<file path="config.mk">
export PLATFORM = sky130hd
export DESIGN_NAME = acc_cpu
export DESIGN_NICKNAME = d
export VERILOG_FILES = /design/src/rtl/acc_cpu.sv
export SDC_FILE = /design/constraint.sdc
export NUM_CORES = 1
export LEC_CHECK = 0
export ABC_CLOCK_PERIOD_IN_PS = 5100
export BUFFER_PORTS_ARGS = -buffer_cell sky130_fd_sc_hd__buf_2
export CORE_MARGIN = 4
export CORE_UTILIZATION = 55
export DETAILED_ROUTE_END_ITERATION = 16
export MAX_ROUTING_LAYER = met4
export PLACE_DENSITY = 0.86
export SYNTH_ARGS = -nofsm -noshare
export SYNTH_HDL_FRONTEND = slang
export SYNTH_SLANG_ARGS = --single-unit
</file>
<file path="constraint.sdc">
create_clock -name clk -period 5.1 [get_ports clk]
set_input_delay 1.02 -clock clk [delete_from_list [all_inputs] [get_ports clk]]
set_output_delay 1.02 -clock clk [all_outputs]
set_load 0.005 [all_outputs]
</file>
<file path="src/rtl/acc_cpu.sv">
module acc_cpu #(
  parameter int DW = 8,
  parameter int AW = 5
) (
  input  logic          clk,
  input  logic          rst,
  output logic [AW-1:0] mem_addr,
  output logic [DW-1:0] mem_wdata,
  output logic          mem_we,
  input  logic [DW-1:0] mem_rdata
);
  localparam int OPW = DW - AW;
  localparam logic [OPW-1:0] OP_LOAD = 3'd0, OP_STORE = 3'd1, OP_ADD = 3'd2,
                             OP_AND = 3'd3, OP_OR = 3'd4, OP_JMP = 3'd5;

  typedef enum logic [1:0] {S_FETCH, S_INCPC, S_EXEC} state_t;
  typedef enum logic [1:0] {B_MEM, B_PC, B_IR} bsel_t;

  state_t          state;
  logic [AW-1:0]   pc;
  logic [DW-1:0]   ir, acc;
  logic [OPW-1:0]  op;
  logic [AW-1:0]   field;

  logic  ld_pc, ld_ir, ld_acc, addr_ir, new_mem;
  logic  zero_a, cin, binv, use_logic;
  bsel_t bsel;

  logic [DW-1:0] a_op, b_op, b_adj, alu_y, new_val;

  assign op    = ir[DW-1:AW];
  assign field = ir[AW-1:0];

  always_comb begin
    ld_pc = 1'b0; ld_ir = 1'b0; ld_acc = 1'b0; addr_ir = 1'b0; new_mem = 1'b0;
    zero_a = 1'b0; cin = 1'b0; binv = 1'b0; use_logic = 1'b0; bsel = B_MEM;
    mem_we = 1'b0;
    case (state)
      S_FETCH: begin ld_ir = 1'b1; new_mem = 1'b1; end
      S_INCPC: begin ld_pc = 1'b1; zero_a = 1'b1; cin = 1'b1; bsel = B_PC; end
      S_EXEC: begin
        addr_ir = 1'b1;
        case (op)
          OP_LOAD:  begin ld_acc = 1'b1; zero_a = 1'b1; end
          OP_STORE: mem_we = 1'b1;
          OP_ADD:   ld_acc = 1'b1;
          OP_AND:   begin ld_acc = 1'b1; use_logic = 1'b1; end
          OP_OR:    begin ld_acc = 1'b1; use_logic = 1'b1; binv = 1'b1; end
          OP_JMP:   begin ld_pc = 1'b1; zero_a = 1'b1; bsel = B_IR; end
          default:  ;
        endcase
      end
      default: ;
    endcase
  end

  always_comb begin
    case (bsel)
      B_PC:    b_op = {{OPW{1'b0}}, pc};
      B_IR:    b_op = {{OPW{1'b0}}, field};
      default: b_op = mem_rdata;
    endcase
  end

  assign a_op    = zero_a ? '0 : acc;
  assign b_adj   = use_logic ? b_op : (b_op ^ {DW{binv}});
  assign alu_y   = use_logic ? (binv ? (a_op | b_adj) : (a_op & b_adj))
                             : (a_op + b_adj + {{(DW-1){1'b0}}, cin});
  assign new_val = new_mem ? mem_rdata : alu_y;

  assign mem_addr  = addr_ir ? field : pc;
  assign mem_wdata = acc;

  always_ff @(posedge clk) begin
    if (rst) begin
      state <= S_FETCH;
      pc    <= '0;
      ir    <= '0;
      acc   <= '0;
    end else begin
      case (state)
        S_FETCH: state <= S_INCPC;
        S_INCPC: state <= S_EXEC;
        default: state <= S_FETCH;
      endcase
      if (ld_pc)  pc  <= new_val[AW-1:0];
      if (ld_ir)  ir  <= new_val;
      if (ld_acc) acc <= new_val;
    end
  end

  a_r4_we_one_cycle: assert property (@(posedge clk) disable iff (rst)
    mem_we |=> !mem_we);
  a_r2_fetch_order: assert property (@(posedge clk) disable iff (rst)
    state == S_FETCH |=> state == S_INCPC);
  a_r2_pc_step: assert property (@(posedge clk) disable iff (rst)
    state == S_INCPC |=> pc == $past(pc) + 1'b1);
  a_r8_jump_target: assert property (@(posedge clk) disable iff (rst)
    (state == S_EXEC && op == OP_JMP) |=> pc == $past(field));
  a_r5_add_sum: assert property (@(posedge clk) disable iff (rst)
    (state == S_EXEC && op == OP_ADD) |=> acc == $past(acc) + $past(mem_rdata));
  a_r9_nop_quiet: assert property (@(posedge clk) disable iff (rst)
    (state == S_EXEC && op > OP_JMP) |=> ($stable(acc) && $stable(pc)));
endmodule

</file>
==> Word level (Yosys, flattened, before mapping) <==
Index checks and enable logic that the tools add are counted.
{ "totals": {"output_inout_bits": 14, "wordCells": 48, "inputBits": 10, "ff_bits": 23} }
{ "op_classes": {"bitwise_logic": 3, "n_eq_ne": 9, "add_sub_neg": 2, "n_reduce_logical": 5, "mux": 25} }
{ "op_table": {"columns": ["operator", "n"], "rows": [
  ["8-bit two-way mux", 5],
  ["8-bit case mux with 2 select lines", 1],
  ["1-bit two-way mux", 13],
  ["8-bit by 1-bit adder with 8-bit output", 1],
  ["8-bit adder", 1],
  ["8-bit AND", 1],
  ["8-bit bitwise OR", 1],
  ["2-bit case mux with 2 select lines", 2],
  ["8-bit XOR", 1],
  ["3-bit by 2-bit equality test with 1-bit output (second input constant)", 2],
  ["3-bit equality test (second input constant)", 2],
  ["5-bit two-way mux", 1],
  ["2-bit by 1-bit equality test with 1-bit output (second input constant)", 2],
  ["2-bit equality test (second input constant)", 2],
  ["1-bit case mux with 2 select lines", 2],
  ["2-bit OR reduction", 2],
  ["4-bit OR reduction", 1],
  ["3-bit by 1-bit equality test with 1-bit output (second input constant)", 1],
  ["3-bit logical NOT", 1],
  ["2-bit logical NOT", 1],
  ["2-bit two-way mux", 1]
]} }

==> Longest topological paths before layout <==
{ "depth": {"ltp_word": 11, "depth_mapped": 16, "mapped_depth_nobuf": 15} }

==> Worst setup path before layout <==
OpenSTA, ideal clock, no wires.
{ "synth_timing": {"path_kind": "flip-flop to flip-flop", "from": "register state[0]", "to": "register pc[4]", "n_path_buf": 1, "stages_incl_launch_ff": 16, "period_less_slack_ps": 3052, "t_required_ps": 4999, "setup_ps": 101, "arrival_time_ps": 2951, "setup_slack_ps": 2048, "cell_sequence": "dfxtp_1 inv_1 ha_1 and4b_1 and2_1 buf_2 a221o_1 inv_1 fa_1 inv_1 fa_1 a21o_1 a21oi_1 xnor2_1 a221oi_1 o41ai_1"} }
{ "synth_via": {"elab_chain_cells": 10, "elab_cells_between_ends": 23, "cone_classes": "add/sub: 2; eq/ne: 4; mux: 13; bitwise: 3; reduce/logical: 1"} }
{ "synth_lines": {"columns": ["item", "line", "text"], "rows": [
  ["start, declared", "19", "state_t state;"],
  ["start signal, assigned", "76", "state <= S_FETCH;"],
  ["start signal, assigned", "82", "S_FETCH: state <= S_INCPC;"],
  ["start signal, assigned", "83", "S_INCPC: state <= S_EXEC;"],
  ["2-bit equality test / 2-bit by 1-bit equality test with 1-bit output (equally long branches)", "38", "case (state)"],
  ["2-bit case mux with 2 select lines", "38", null],
  ["2-bit equality test / 2-bit by 1-bit equality test with 1-bit output (equally long branches)", "58", "case (bsel)"],
  ["8-bit case mux with 2 select lines", "58", null],
  ["8-bit XOR", "66", "assign b_adj = use_logic ? b_op : (b_op ^ {DW{binv}});"],
  ["8-bit two-way mux", "66", null],
  ["8-bit adder, or another cell as far along", "68", ": (a_op + b_adj + {{(DW-1){1'b0}}, cin});"],
  ["8-bit by 1-bit adder with 8-bit output / 8-bit two-way mux (equally long branches)", "68, 67", null],
  ["8-bit two-way mux", "67", "assign alu_y = use_logic ? (binv ? (a_op | b_adj) : (a_op & b_adj))"],
  ["8-bit two-way mux", "69", "assign new_val = new_mem ? mem_rdata : alu_y;"],
  ["end signal, assigned", "86", "if (ld_pc) pc <= new_val[AW-1:0];"],
  ["end, declared", "20", "logic [AW-1:0] pc;"]
]} }
Several ways; a longest one is shown, not always the timed one.
A chain may end at the register's enable or synchronous reset.

==> Worst setup path after layout <==
Same ends and word-level chain as after synthesis.

==> summary.txt <==
Drt
  – Wire per inst: between 15 and 20 um
  – Post-DRT Antenna Nets: 0
  – Vias: roughly 1900
  – Residual DRC: 0
  – Drt first pass iters: 4
  – Number of vias per cell: about 6
  – Drt initial violations: approximately 140
  – WL final: ~4.8 mm

STA
  – Final count of negative-setup-slack endpoints: 0
  – Fmax: 249 MHz
  – Max-slew violation count: 0
  – Setup TNS Final: 0 ps
  – Final Cycle Share: 78.6%
  – Worst hold margin: 498 ps
  – Unrepaired setup endpoints after global routing: no
  – Final hold viol count: 0
  – Worst slew margin: a little under two fifths
  – Fin crit period: 4010 ps
  – Clk_skew: ~11 ps
  – Worst-margin pin slew: 931 ps

Die
  – Chip height: 67.9 um
  – Ports: 24
  – Initial Utilization: 58.2%
  – Core ar.: roughly 3400 um2
  – Horiz. Die Dim: 67.9 um
  – Core Rows: 21
  – Die area: 4610 um2

Logic synthesis
  – Synthesized area per cell: 8.02 um2
  – Yosys warning count: 0
  – Post-synthesis net count: between 200 and 300
  – Sequential fraction of the synthesis area: about a quarter
  – Syn Inst Count: 246
  – Async SR Flop Fraction: 0%
  – Distinct cells, synth: 54
  – Area of the mapped netlist: approximately 2000 um2
  – EDFF count, synth: 0
  – Ys flop type: dfxtp_1
  – Flip-flop and latch count after synthesis: 23

Clocking
  – H-tree depth: 1
  – CTS sink cnt: 23
  – CTS tree: built
  – Clk Latency, worst-skew pair: ~310 ps
  – Root buf cell: clkbuf_4
  – Hold Buf Count CTS: 0
  – Post-CTS Resized: 0
  – # Post-CTS Setup Buffers: 0
  – Clock slew at reported path FFs: ~140 ps
  – CTS buffer count: 3
  – Clock Tree Buf Depth: 2

Hold path
  – Min-Delay Path Class: flop to flop

Setup path
  – CP arrival: roughly 4200 ps
  – R2R setup slack: 1090 ps
  – Setup crit start kind: flop
  – CP Max Fanout: 20
  – Crit end category: flop
  – Crit Path Category: flop to flop
  – CP required: approximately 5300 ps

Power
  – Pleak: 0.000936 uW
  – Pwr/cell area: between 200 and 250 nW/um2
  – Post-route total power: 461 uW
  – VDD IR max: roughly 0.15 mV

Outcome
  – Run status: complete, no violations

Run
  – Max Cap Viol: 0

Global route
  – First-pass GRT wire length: 7.74 mm
  – Total track usage: about 22%
  – Vias in the first global route: 1663
  – Pin count of the biggest net entering global routing: 25
  – GRT overflow: 0
  – Initial antenna violation count: 0

Placed design
  – Buffers on Ports: 23
  – Post-DP HPWL: roughly 3.5 mm
  – Cells after DPL: about 300
  – Placer congestion estimate: approximately 0.93

Layout
  – Syn-to-layout area delta: 7.49%
  – N_diodes: 0
  – Layout cells sized above 1: between 10% and 20%
  – Final nets: about 300
  – Layout Utilization: 62.5%
  – Post-Layout Cell Count: approximately 310
==> area by class of cell <==
class | instances | area [um2]
multi-input combinational | 193 | 1390
fill | 290 | 1270
timing repair buffer | 23 | 115
tap | 46 | 57.6
sequential | 23 | 460
clock buffer | 4 | 26.3
inverter | 19 | 71.3
==> cells in the mapped netlist, types with 2 or more instances <==
cell type	instances	share of area, %
a211oi_2	2	1.3
a21boi_2	2	1.1
a21o_1	2	0.76
a21oi_1	15	3.8
a221o_1	5	2.5
a221oi_1	4	1.8
a311oi_1	2	0.89
a31oi_1	3	0.95
and2_1	17	5.4
buf_1	3	0.57
buf_2	5	1.3
clkbuf_1	2	0.38
dfxtp_1	23	23
fa_1	2	2.0
ha_1	20	13
inv_1	12	2.3
inv_2	6	1.1
mux2_2	5	2.9
mux2i_1	6	3.0
nand2_1	29	5.5
nand3_1	3	0.76
nor2_1	14	2.7
nor2_2	3	0.95
nor3_1	7	1.8
nor3b_1	2	0.76
o211ai_1	2	0.76
o21a_1	4	1.5
o21ai_0	7	1.8
o21ai_1	7	1.8
o2bb2ai_1	2	0.89
o41ai_1	4	1.8
xnor2_1	2	0.89
xor2_1	3	1.3
==> final timing paths <==
path                            endpoint  depth (start not counted)  startpoint
worst min register to register     pc[3]                          2       pc[3]
worst max register to register     pc[4]                         15    state[0]
worst max-delay path               pc[4]                         15    state[0]
worst min-delay path               pc[3]                          2       pc[3]
==> registers in the layout, indices dropped and copies added (netlist names) <==
signal     cells
ir             8
mem_wdata      8
pc             5
state          2
==> power breakdown <==
part,internal (uW),leakage [uW],total (uW),switching (uW)
combinational,67.8,0.000733,166,98.5
clock,30.5,0.0000150,87.9,57.4
sequential,193,0.000188,207,14.6
total,291,0.000936,461,170
==> worst max-delay path, cell delays in order, from the launching register on <==
cell	delay, ps
dfxtp_1	360
inv_1	90
ha_1	650
and4b_1	360
and2_1	270
nor2_2	120
a221o_1	320
inv_1	100
fa_1	200
inv_1	60
fa_1	430
a21o_1	180
a21oi_1	160
xnor2_1	150
a221oi_1	110
o41ai_1	320
==> per-stage QoR <==
stage | worst slack [ps] | area (um2)
floorplan | 2050 | 1970
global placement | 1350 | 2090
global route | 798 | 2120
CTS | 1140 | 2120
detailed placement | 1180 | 2090
finish | 1090 | 2120
==> cells by family (layout without fill, tap and decap cells) <==
kind of cell    count (synthesis)  after routing  synth area share (%)
buf+inv                        30             46                  6.22
fa+ha+maj                      22             22                  14.7
xor+xnor                        5              5                  2.22
simple gates                   84             84                  21.6
compound gates                 71             71                  26.0
flops                          23             23                  23.4
mux                            11             11                  5.90
==> cells in the final DEF (no fill, tap or decap), types with 5 or more instances in the layout <==
cell type / count
inv_1: 12
and2_1: 17
mux2_2: 5
nor3_1: 7
nand2_1: 29
inv_2: 6
a221o_1: 5
mux2i_1: 6
ha_1: 20
buf_2: 23
o21ai_1: 7
nor2_1: 14
o21ai_0: 7
dfxtp_1: 23
a21oi_1: 15
==> routing by layer <==
| layer | share of wire (%) | GRT usage [%] | up-vias |
|---|---|---|---|
| met5 | 0 | - | - |
| met4 | 0.85 | 4.96 | 0 |
| met3 | 6.6 | 2.30 | 4 |
| met2 | 47 | 36.9 | 63 |
| met1 | 45 | 30.0 | 873 |
| li1 | - | - | 920 |
No activity file was read; power rests on OpenSTA's default activity.
